### src/rtl/ptb_pkg.sv
package ptb_pkg;

  localparam int PTB_CH      = 16;
  localparam int PTB_DW      = 8;
  localparam int PTB_ENTRIES = PTB_CH + 1;
  localparam int PTB_PLANES  = 3;
  localparam int PTB_AW      = $clog2(PTB_PLANES * PTB_ENTRIES);
  localparam int PTB_WW      = 32;
  localparam int PTB_RSVD    = PTB_WW - 1 - PTB_DW - PTB_CH;
  localparam int PTB_IDX_W   = $clog2(PTB_CH);
  localparam int PTB_ENT_W   = $clog2(PTB_ENTRIES);

  typedef logic [1:0] colour_t;
  localparam colour_t COL_RED   = 2'd0;
  localparam colour_t COL_GREEN = 2'd1;
  localparam colour_t COL_BLUE  = 2'd2;
  localparam colour_t COL_NONE  = 2'd3;

  typedef enum logic [1:0] {
    ST_IDLE  = 2'd0,
    ST_SCAN  = 2'd1,
    ST_WRITE = 2'd2,
    ST_DONE  = 2'd3
  } ptb_state_t;

  typedef struct packed {
    logic [PTB_RSVD-1:0] rsvd;
    logic                flag;
    logic [PTB_DW-1:0]   cmp;
    logic [PTB_CH-1:0]   mask;
  } entry_t;

  // Plane that must be on display while the given plane is rewritten.
  function automatic colour_t feeder_colour(input colour_t c);
    case (c)
      COL_RED:   return COL_GREEN;
      COL_GREEN: return COL_BLUE;
      COL_BLUE:  return COL_RED;
      default:   return COL_NONE;
    endcase
  endfunction

  function automatic logic [PTB_AW-1:0] table_addr(input colour_t c,
                                                   input logic [PTB_ENT_W-1:0] e);
    return PTB_AW'(int'(c) * PTB_ENTRIES + int'(e));
  endfunction

  function automatic logic [PTB_DW-1:0] duty_at(input logic [PTB_CH*PTB_DW-1:0] flat,
                                                input int i);
    return flat[i*PTB_DW +: PTB_DW];
  endfunction

  // Channels whose duty equals val.
  function automatic logic [PTB_CH-1:0] match_mask(input logic [PTB_CH*PTB_DW-1:0] flat,
                                                   input logic [PTB_DW-1:0] val);
    logic [PTB_CH-1:0] m;
    for (int i = 0; i < PTB_CH; i++) m[i] = (duty_at(flat, i) == val);
    return m;
  endfunction

  // Channels that switch on at the start of a period.
  function automatic logic [PTB_CH-1:0] live_mask(input logic [PTB_CH*PTB_DW-1:0] flat);
    logic [PTB_CH-1:0] m;
    for (int i = 0; i < PTB_CH; i++) m[i] = (duty_at(flat, i) != '0);
    return m;
  endfunction

  function automatic entry_t pack_entry(input logic [PTB_CH-1:0] mask,
                                        input logic [PTB_DW-1:0] cmp,
                                        input logic flag);
    entry_t e;
    e.rsvd = '0;
    e.flag = flag;
    e.cmp  = cmp;
    e.mask = mask;
    return e;
  endfunction

endpackage

### src/rtl/ptb_chan_sel.sv
// Picks one channel of the latched duty vector and says whether it may
// still take part in the minimum search.
module ptb_chan_sel #(
  parameter int N_CH = 16,
  parameter int DW   = 8,
  parameter int IW   = $clog2(N_CH)
) (
  input  logic [N_CH*DW-1:0] duty_snap,
  input  logic [N_CH-1:0]    act_mask,
  input  logic [IW-1:0]      idx,
  output logic [DW-1:0]      value,
  output logic               eligible
);
  localparam logic [DW-1:0] FULL = '1;

  always_comb begin
    value    = duty_snap[int'(idx)*DW +: DW];
    eligible = act_mask[idx] && (value != FULL);
  end
endmodule

### src/rtl/ptb_min_scan.sv
// Running minimum over the eligible channels visited during one pass.
module ptb_min_scan #(
  parameter int DW = 8
) (
  input  logic          clk,
  input  logic          rst_n,
  input  logic          clear,
  input  logic          step,
  input  logic          eligible,
  input  logic [DW-1:0] value,
  output logic          found,
  output logic [DW-1:0] min_val
);
  logic take;
  assign take = step && eligible && (!found || (value < min_val));

  always_ff @(posedge clk or negedge rst_n) begin
    if (!rst_n) begin
      found   <= 1'b0;
      min_val <= '1;
    end else if (clear) begin
      found   <= 1'b0;
      min_val <= '1;
    end else if (take) begin
      found   <= 1'b1;
      min_val <= value;
    end
  end
endmodule

### src/rtl/ptb_fence.sv
// Write permission: the target plane may be touched only while its
// predecessor in the rotation is on display.
module ptb_fence
  import ptb_pkg::*;
(
  input  colour_t tgt,
  input  colour_t disp,
  output logic    allowed
);
  colour_t need;
  always_comb begin
    need    = feeder_colour(tgt);
    allowed = (need != COL_NONE) && (disp == need);
  end
endmodule

### src/rtl/ptb_builder.sv
module ptb_builder
  import ptb_pkg::*;
(
  input  logic                      clk,
  input  logic                      rst_n,
  input  logic                      start,
  input  logic [1:0]                colour_sel,
  input  logic [PTB_CH*PTB_DW-1:0]  duty_flat,
  input  logic [1:0]                disp_colour,
  output logic                      busy,
  output logic                      done,
  output logic                      wr_en,
  output logic [PTB_AW-1:0]         wr_addr,
  output logic [PTB_WW-1:0]         wr_data
);
  localparam logic [PTB_IDX_W-1:0] LAST_IDX = PTB_IDX_W'(PTB_CH - 1);
  localparam logic [PTB_ENT_W-1:0] LAST_ENT = PTB_ENT_W'(PTB_ENTRIES - 1);

  ptb_state_t                  state;
  logic [PTB_CH*PTB_DW-1:0]    snap;
  colour_t                     tgt;
  logic [PTB_CH-1:0]           act_mask;
  logic [PTB_CH-1:0]           prev_mask;
  logic [PTB_CH-1:0]           next_act;
  logic [PTB_ENT_W-1:0]        ent;
  logic [PTB_IDX_W-1:0]        idx;

  // Named internal events.
  logic ev_accept, ev_scan_last, ev_commit, ev_step, ev_finish;
  logic allowed, found, ch_eligible;
  logic [PTB_DW-1:0] ch_value, min_val;
  entry_t cur_entry;

  ptb_chan_sel #(.N_CH(PTB_CH), .DW(PTB_DW), .IW(PTB_IDX_W)) u_sel (
    .duty_snap (snap),
    .act_mask  (act_mask),
    .idx       (idx),
    .value     (ch_value),
    .eligible  (ch_eligible)
  );

  ptb_min_scan #(.DW(PTB_DW)) u_min (
    .clk      (clk),
    .rst_n    (rst_n),
    .clear    (ev_accept || ev_step),
    .step     (state == ST_SCAN),
    .eligible (ch_eligible),
    .value    (ch_value),
    .found    (found),
    .min_val  (min_val)
  );

  ptb_fence u_fence (
    .tgt     (tgt),
    .disp    (disp_colour),
    .allowed (allowed)
  );

  always_comb begin
    ev_accept    = (state == ST_IDLE) && start && (colour_sel != COL_NONE);
    ev_scan_last = (state == ST_SCAN) && (idx == LAST_IDX);
    ev_commit    = (state == ST_WRITE) && allowed;
    ev_step      = ev_commit && found && (ent != LAST_ENT);
    ev_finish    = ev_commit && (ent == LAST_ENT);
    next_act     = act_mask & ~match_mask(snap, min_val);
    cur_entry    = pack_entry(prev_mask, found ? min_val : '0, found);
  end

  always_ff @(posedge clk or negedge rst_n) begin
    if (!rst_n) begin
      state     <= ST_IDLE;
      snap      <= '0;
      tgt       <= COL_NONE;
      act_mask  <= '0;
      prev_mask <= '0;
      ent       <= '0;
      idx       <= '0;
    end else begin
      case (state)
        ST_IDLE: begin
          if (ev_accept) begin
            snap      <= duty_flat;
            tgt       <= colour_sel;
            act_mask  <= live_mask(duty_flat);
            prev_mask <= live_mask(duty_flat);
            ent       <= '0;
            idx       <= '0;
            state     <= ST_SCAN;
          end
        end
        ST_SCAN: begin
          idx <= idx + 1'b1;
          if (ev_scan_last) state <= ST_WRITE;
        end
        ST_WRITE: begin
          if (ev_finish) begin
            state <= ST_DONE;
          end else if (ev_commit) begin
            ent <= ent + 1'b1;
            if (found) begin
              act_mask  <= next_act;
              prev_mask <= next_act;
              idx       <= '0;
              state     <= ST_SCAN;
            end
          end
        end
        default: state <= ST_IDLE;
      endcase
    end
  end

  assign wr_en   = ev_commit;
  assign wr_addr = table_addr(tgt, ent);
  assign wr_data = cur_entry;
  assign busy    = (state == ST_SCAN) || (state == ST_WRITE);
  assign done    = (state == ST_DONE);

endmodule

### config.mk
export PLATFORM = sky130hd
export DESIGN_NAME = ptb_builder
export DESIGN_NICKNAME = d
export VERILOG_FILES = /design/src/rtl/ptb_pkg.sv /design/src/rtl/ptb_chan_sel.sv /design/src/rtl/ptb_min_scan.sv /design/src/rtl/ptb_fence.sv /design/src/rtl/ptb_builder.sv
export SDC_FILE = /design/constraint.sdc
export NUM_CORES = 1
export LEC_CHECK = 0
export BUFFER_PORTS_ARGS = -buffer_cell sky130_fd_sc_hd__clkbuf_2
export CAP_MARGIN = 20
export CORE_AREA = 2 2 129 131
export CTS_BUF_LIST = sky130_fd_sc_hd__clkbuf_4 sky130_fd_sc_hd__clkbuf_8
export CTS_CLUSTER_SIZE = 10
export DETAILED_ROUTE_END_ITERATION = 12
export DIE_AREA = 0 0 131 133
export PLACE_DENSITY = 0.92
export SLEW_MARGIN = 20
export SYNTH_ARGS = -nofsm -noshare
export SYNTH_HDL_FRONTEND = slang
export SYNTH_SLANG_ARGS = --single-unit
### constraint.sdc
create_clock -name clk -period 4.32 [get_ports clk]
set_input_delay 0.648 -clock clk [delete_from_list [all_inputs] [get_ports clk]]
set_output_delay 0.648 -clock clk [all_outputs]
set_load 0.01 [all_outputs]
==> run_results.csv, run 1 <==
group,metric,value,unit
power,total_leakage_power,5.417,nW
timing,finalSetupViolations,0,
global_routing,track_usage,34.18,%
timing,hold_viol,0,
cts,post_cts_buffers,0,
setup_path,arrival,3850,ps
timing,slew_headroom,33.83,%
cts,clkSinkCount,166,
outcome,status,"complete, no violations",
synthesis,synth_top_family_by_area,"simple AND/OR/NAND/NOR gates",
global_routing,gr-total-overflow,0,
place,place_ws,847.5,ps
synthesis,syn_inst,1112,
layout,areaGrowthSynthToFinish,12.92,%
cts,cts_buffers,17,
setup_path,cp_slowest_cell,"dfrtp_2",
timing,rsz0062_at_grt,"false",
drt,drtIter0Drc,1048,
synthesis,synth-xor-area-share,11.78,%
floorplanning,io_pins,176,
floorplanning,initial_core_util,61.63,%
setup_path,end_kind,"flip-flop",
cts,cts_resized,0,
timing,fmaxAchievable,288.6,MHz
min_path,hold_class,"primary input to asynchronous set/reset pin",
drt,dr_total_vias,8962,
setup_path,startpoint_type,"flip-flop",
layout,fillers,1178,
floorplanning,die_x,131,µm
drt,vias_per_cell,6.088,
drt,wl_per_cell,19.60,µm
global_routing,grt_max_degree,92,
global_routing,grt_pass1_vias,8670,
layout,multiInputGateArea,5419,µm²
cts,clock_latency,460,ps
layout,drive_gt1_share,21.09,%
synthesis,synth_mux_area_share,9.114,%
power,vdd_drop_max,0.3549,mV
flow_run,drv_cap,0,
timing,min_period,3465,ps
synthesis,synthArstFlopShare,100.0,%
drt,firstDrtPassIters,6,
place,gp_congestion,0.9747,
setup_path,setup.worst_path.class,"flip-flop to flip-flop",
drt,drc_errors,0,
timing,tns,0,ps
setup_path,worstPathMaxFanout,23,
cts,clockRootBuffer,"clkbuf_8",
global_routing,grt_pass1_wl,45340,µm
power,power_density,784.5,nW/µm²
synthesis,yosysWarnings,0,
synthesis,synth_edf_count,0,
timing,drv_slew,0,
setup_path,cp_cell_sequence,"buf_12, mux4_2, a22oi_1, nand2_1, ha_1, a211o_1, o2111ai_1, a21oi_1, o31ai_4, o211ai_4, mux2i_1",
synthesis,synth_area,9967,µm²
drt,routed_wl,28850,µm
cts,clk_pin_slew,90,ps
floorplanning,std_cell_rows,47,
cts,h-tree-depth,4,
layout,finalNetCount,1398,
timing,skew,9.893,ps
synthesis,synth_adder_area_share,2.837,%
synthesis,yosys.area_share.simple,23.40,%
place,io_buffers,168,
synthesis,synth_compound_area_share,6.791,%
floorplanning,core_area,16170,µm²
timing,timing.final.ws_setup,855.4,ps
global_routing,antenna_found_initial,0,
floorplanning,die_height,133,µm
synthesis,synth_seq_area_share,41.80,%
synthesis,syn_area_per_cell,8.963,µm²
cts,hold_buffers,0,
synthesis,synth_cell_types,53,
cts,clockBufferDepth,2,
timing,fin_crit_sh,80.20,%
timing,holdWs,258.5,ps
synthesis,ys_ff_latch,166,
layout,stdcell_area,11250,µm²
layout,layout_common_cells,"nand2_1 (438), clkbuf_2 (167), dfrtp_1 (155)",
layout,seq_area,4168,µm²
timing,tightest_slew,991.5,ps
layout,final_common_cell,"nand2_1",
layout,antenna_cells,0,
drt,antenna_left,0,
setup_path,critPathMaxStageDelay,720,ps
synthesis,synthFlopType,"dfrtp_1",
floorplanning,die_area,17420,µm²
setup_path,cp.required,4710,ps
place,placed_cell_area,10870,µm²
place,hpwlAfterDp,20740,µm
cts,cts_tree,"built",
sequential cells by signal, indices dropped and copies added, names as in the netlist:
register	flops
ent	5
idx	4
prev_mask	16
snap	128
state	2
tgt	2
u_min.found	1
u_min.min_val	8
critical path: cells and delay by family, from the launching register on:
kind,cells,cell delay (ps)
buffers and inverters,1,270
adders and majority gates,1,320
muxes,2,760
and+or+nand+nor,1,150
AOI/OAI and AO/OA,6,1150
DFF,1,720
metrics by stage:
| stage | total power [W] | util (%) | cells |
|---|---|---|---|
| 2_1_floorplan | 0.006202 | - | 1118 |
| 3_3_place_gp | 0.007342 | 67.19 | 1442 |
| 3_5_place_dp | 0.007547 | 67.19 | 1442 |
| 4_1_cts | 0.008712 | 69.59 | 1472 |
| 5_1_grt | 0.009330 | 69.59 | 1472 |
| 6_report | 0.008829 | 69.59 | 1472 |
layer usage:
layer  wire [µm]  up-vias  track usage, %  part of all wire, %
met3        3100       99           8.451                   11
met2       13750      601           53.45                   48
li1            -     3966               -                    -
met1       10940     4296           46.23                   38
met4        1068        0           13.12                  3.7
met5           0        -               0                    0
report_power, final:
part	internal [W]	leakage [nW]	switching, W
combinational	0.00198	3.17	0.00211
clock	0.000565	0.196	0.000562
sequential	0.00230	2.05	0.00131
total	0.00485	5.42	0.00398
Yosys cell counts, drive strengths merged (3+ instances only):
cell type,instances,share of area (%)
inv,20,0.75
clkbuf,38,1.4
nor3,3,0.15
buf,33,2.0
nor4,33,2.1
nand4,35,2.3
xnor2,132,12
mux4,36,8.2
dfrtp,156,39
ha,21,2.6
a21oi,7,0.39
a22oi,17,1.4
nand3,5,0.25
mux2i,9,0.90
nor2b,3,0.19
dfstp,10,2.6
nand2,439,17
a22o,17,1.5
a21o,6,0.45
o21ai,29,1.5
nor2,38,1.5
cell type report:
| cell class | instances | share of cell area (%) |
|---|---|---|
| clock inverters | 7 | 0.8672 |
| clock buffers | 23 | 2.590 |
| inverters | 21 | 0.7004 |
| repair buffers | 175 | 8.216 |
| flip-flops and latches | 166 | 37.03 |
| multi-input cells | 860 | 48.15 |
| well taps | 220 | 2.446 |
cell families (layout without fill, tap and decap cells):
group,Yosys count,count (layout)
compound gates,91,91
xor+xnor,134,134
fa+ha+maj,22,22
buf+inv,92,226
flops,166,166
mux,45,45
other cells,1,7
simple gates,561,561
worst paths after layout:
check,start,end,slack [ps],cells past startpoint
worst max-delay path,idx[0],u_min.min_val[5],860,11
worst min-delay path,rst_n,snap[86],260,1
worst max register to register,idx[0],u_min.min_val[5],860,11
worst min register to register,tgt[0],tgt[0],550,2
max in group asynchronous,rst_n,u_min.min_val[5],3130,2
min in group clk,duty_flat[93],snap[93],380,3
Note: power is estimated with default switching activity, not from simulation.
==> run 2: changes to the inputs <==
CORE_AREA = 2 2 141 143   (was 2 2 129 131)
DIE_AREA = 0 0 143 145   (was 0 0 131 133)
PLACE_DENSITY = 0.82   (was 0.92)
clock period = 3.1 ns   (was 4.32 ns; I/O delays follow)
==> run_results.csv, run 2 (same netlist as run 1, synthesis figures left out) <==
group,metric,value,unit
drt,firstDrtPassIters,7,
drt,drc_errors,0,
timing,drv_slew,0,
timing,tightest_slew,785.0,ps
layout,antenna_cells,0,
global_routing,gr-total-overflow,0,
power,totalPowerFinal,0.01281,W
place,gp_congestion,0.9463,
outcome,status,"complete, no violations",
global_routing,grt_pass1_wl,45110,µm
drt,routed_wl,28850,µm
timing,min_period,2984,ps
timing,tns,0,ps
layout,finalNetCount,1434,
layout,fillers,1571,
power,vdd_drop_max,0.4387,mV
timing,finalSetupViolations,0,
cts,h-tree-depth,4,
setup_path,arrival,3370,ps
cts,cts_buffers,17,
power,power_density,1089,nW/µm²
layout,stdcell_area,11760,µm²
timing,fin_crit_sh,96.26,%
layout,largest_reg_flops,128,
setup_path,setup.worst_path.class,"flip-flop to flip-flop",
drt,antenna_left,0,
setup_path,end_kind,"flip-flop",
setup_path,startpoint_type,"flip-flop",
setup_path,worstPathMaxFanout,7,
drt,vias_per_cell,5.664,
place,hpwlAfterDp,21250,µm
timing,fmaxAchievable,335.1,MHz
floorplanning,core_area,19210,µm²
layout,layout_common_cells,"nand2_1 (437), clkbuf_2 (167), dfrtp_1 (155)",
floorplanning,die_height,145,µm
floorplanning,die_x,143,µm
layout,final_common_cell,"nand2_1",
drt,drtIter0Drc,968,
layout,largest-register,"snap",
timing,slew_headroom,47.67,%
layout,drive_gt1_share,24.67,%
layout,areaGrowthSynthToFinish,17.95,%
global_routing,grt_max_degree,86,
layout,reg.largest.list,"snap (128), prev_mask (16), u_min.min_val (8)",
floorplanning,die_area,20740,µm²
global_routing,antenna_found_initial,0,
timing,skew,14.14,ps
power,total_leakage_power,5.635,nW
place,placed_cell_area,11140,µm²
timing,timing.final.ws_setup,115.8,ps
cts,clockBufferDepth,2,
floorplanning,std_cell_rows,51,
cts,clkSinkCount,166,
place,io_buffers,168,
min_path,hold_class,"primary input to flip-flop",
setup_path,cp.required,3490,ps
drt,wl_per_cell,18.57,µm
flow_run,drv_cap,0,
layout,final_core_util,61.21,%
global_routing,track_usage,28.21,%
place,place_ws,82.54,ps
cts,clock_latency,470,ps
floorplanning,io_pins,176,
global_routing,grt_pass1_vias,8316,
cts,cts_tree,"built",
cts,clk_pin_slew,90,ps
cts,clockRootBuffer,"clkbuf_8",
timing,hold_viol,0,
timing,rsz0062_at_grt,"true",
drt,dr_total_vias,8802,
floorplanning,initial_core_util,51.89,%
run 2: layout make-up:
cell class | instances | area, µm² | share of cell area, %
repair buffers | 211 | 1255 | 10.67
inverters | 21 | 78.83 | 0.6705
clock buffers | 19 | 249.0 | 2.118
multi-input cells | 860 | 5520 | 46.96
flip-flops and latches | 166 | 4168 | 35.45
well taps | 265 | 331.6 | 2.820
clock inverters | 12 | 153.9 | 1.309
run 2: power breakdown:
group,switching [W],leakage (nW),total (W),internal (W)
combinational,0.00352,3.39,0.00663,0.00311
sequential,0.00133,2.05,0.00453,0.00320
clock,0.000831,0.199,0.00164,0.000809
total,0.00569,5.63,0.0128,0.00712
run 2: what timing repair did:
action / in CTS / in global routing
resized for setup: 0 / 24
setup buffers: 0 / 8
hold endpoints to repair: 45 / 0
hold buffers: 1 / 0
setup endpoints to repair: 0 / 8
run 2: final timing paths:
check	start	endpoint	slack, ps	cells past startpoint
max	idx[0]	u_min.min_val[4]	120	12
max in group asynchronous	rst_n	u_min.min_val[7]	1730	3
min in group asynchronous	rst_n	snap[126]	490	2
min	duty_flat[98]	snap[98]	190	3
min reg2reg	snap[125]	snap[125]	530	2
max reg2reg	idx[0]	u_min.min_val[4]	120	12
run 2: metal layers:
metal	routed length [µm]	global-route usage (%)	vias up	part of all wire, %
met1	12050	39.58	4247	42
met2	13930	44.47	439	48
met4	719	9.554	0	2.5
li1	-	-	4050	-
met3	2154	4.884	66	7.5
met5	0	0	-	0
run 2: through the flow:
step | instances | hold slack (ps)
2_1_floorplan | 1118 | 169.4
3_3_place_gp | 1513 | 433.0
3_5_place_dp | 1513 | 431.3
4_1_cts | 1545 | 172.4
5_1_grt | 1554 | 190.8
6_report | 1554 | 194.3
run 2: critical path, cell delays in order (launching register included):
cell and delay (ps):
dfrtp_2 480, clkbuf_16 190, buf_4 110, mux4_2 510, a22oi_2 210, nand2_2 90, ha_1 190, a21o_1 150
a21o_1 170, a21o_1 200, a21oi_2 220, o211ai_4 190, mux2i_1 200
==> run 3: changes to the inputs <==
--- a/config.mk
+++ b/config.mk
@@ -14,4 +14,5 @@
 export DIE_AREA = 0 0 143 145
 export PLACE_DENSITY = 0.82
+export SETUP_SLACK_MARGIN = 0.15
 export SLEW_MARGIN = 20
 export SYNTH_ARGS = -nofsm -noshare
==> constraint.sdc (replaced) <==
create_clock -name clk -period 3.1 [get_ports clk]
set_input_delay 0.62 -clock clk [delete_from_list [all_inputs] [get_ports clk]]
set_output_delay 0.62 -clock clk [all_outputs]
set_load 0.01 [all_outputs]
==> run_results.csv, run 3 (same netlist as run 1, synthesis figures left out) <==
group,metric,value,unit
setup_path,worstPathMaxFanout,7,
layout,largest-register,"snap",
drt,dr_total_vias,8822,
cts,h-tree-depth,4,
layout,largest_reg_flops,128,
power,totalPowerFinal,0.01276,W
setup_path,critPathLaunch,"idx[0]",
drt,drtIter0Drc,882,
cts,clk_pin_slew,100,ps
timing,finalSetupViolations,0,
drt,wl_met3,2276,µm
place,io_buffers,168,
drt,drc_errors,0,
global_routing,antenna_found_initial,0,
floorplanning,die_height,145,µm
drt,wl_met2,14530,µm
layout,final_core_util,61.31,%
floorplanning,core_area,19210,µm²
timing,fmaxAchievable,331.5,MHz
timing,hold_viol,0,
drt,top_layer_used,"met4",
place,hpwlAfterDp,21710,µm
timing,tns,0,ps
setup_path,cp.required,3500,ps
layout,drive_gt1_share,24.98,%
setup_path,end_kind,"flip-flop",
timing,min_period,3016,ps
place,gp_congestion,0.9445,
timing,holdWs,113.0,ps
cts,clkSinkCount,166,
floorplanning,die_x,143,µm
cts,clockBufferDepth,2,
drt,vias_per_cell,5.662,
power,power_density,1084,nW/µm²
drt,antenna_left,0,
cts,clockRootBuffer,"clkbuf_8",
layout,final_common_cell,"nand2_1",
global_routing,grt_pass1_vias,8506,
floorplanning,initial_core_util,51.89,%
timing,tightest_slew,754.9,ps
flow_run,drv_cap,0,
drt,wl_per_cell,18.97,µm
layout,antenna_cells,0,
setup_path,setup.worst_path.class,"flip-flop to flip-flop",
setup_path,startpoint_type,"flip-flop",
timing,fin_crit_sh,97.30,%
layout,reg.largest.list,"snap (128), prev_mask (16), u_min.min_val (8)",
timing,drv_slew,0,
layout,finalNetCount,1437,
drt,drt-met1-wl,12040,µm
floorplanning,io_pins,176,
drt,routed_wl,29550,µm
drt,firstDrtPassIters,6,
floorplanning,die_area,20740,µm²
floorplanning,std_cell_rows,51,
cts,cts_tree,"built",
global_routing,grt_max_degree,81,
layout,layout_common_cells,"nand2_1 (435), clkbuf_2 (167), dfrtp_1 (155)",
timing,slew_headroom,49.68,%
layout,areaGrowthSynthToFinish,18.15,%
setup_path,r2r_start,"idx[0]",
outcome,status,"complete, no violations",
timing,rsz0062_at_grt,"true",
global_routing,track_usage,28.95,%
setup_path,arrival,3420,ps
timing,skew,11.27,ps
power,vdd_drop_max,0.4238,mV
global_routing,gr-total-overflow,0,
global_routing,grt_pass1_wl,46060,µm
cts,hold_buffers,0,
cts,clock_latency,480,ps
power,total_leakage_power,5.651,nW
min_path,hold_class,"primary input to asynchronous set/reset pin",
cts,cts_buffers,17,
run 3: cell type report:
class,count,area (µm²)
Sequential cell,166,4168
Clock buffer,18,241.5
Tap cell,265,331.6
Timing Repair Buffer,214,1301
Clock inverter,14,123.9
Fill cell,1570,7431
Inverter,21,78.83
Multi-Input combinational cell,860,5532
run 3: repair_timing:
action | 4_1_cts | 5_1_grt
pin swaps | 2 | 12
endpoints found under the setup margin | 9 | 10
buffers inserted | 5 | 6
gates resized for setup | 3 | 23
gates cloned | 1 | 2
hold endpoints to repair | 0 | 0
run 3: routing by layer:
metal  up-vias  GRT usage [%]
met5         -              0
met4         0          9.010
met3        69          4.653
met2       449          47.46
met1      4251          39.51
li1       4053              -
run 3: final timing paths:
kind | to | slack [ps] | cells after the start
min in group clk | snap[121] | 340 | 3
hold reg to reg | snap[31] | 530 | 2
setup / recovery | u_min.min_val[2] | 80 | 11
setup reg to reg | u_min.min_val[2] | 80 | 11
max in group asynchronous | u_min.min_val[0] | 2130 | 2
hold / removal | snap[95] | 110 | 1
run 3: power by group:
group | switching (W) | internal (W) | total [W]
clock | 0.000861 | 0.000649 | 0.00151
combinational | 0.00362 | 0.00315 | 0.00677
sequential | 0.00129 | 0.00320 | 0.00448
run 3: worst max-delay path: stages (launching register included):
cell and delay (ps):
dfrtp_2 490, buf_12 170, mux4_2 540, a22oi_2 210
nand2_1 140, ha_4 240, a21o_1 170, a21o_1 160
a21o_1 220, a21oi_2 210, o211ai_4 180, mux2i_1 200
run 3: metrics by stage:
stage          std cells  area, µm²  setup WS [ps]
5_1_grt             1558      11780         -15.26
3_3_place_gp        1512      11120          96.95
3_5_place_dp        1512      11120          51.60
6_report            1558      11780          83.75
4_1_cts             1550      11560          146.9
2_1_floorplan       1118       9990          243.3
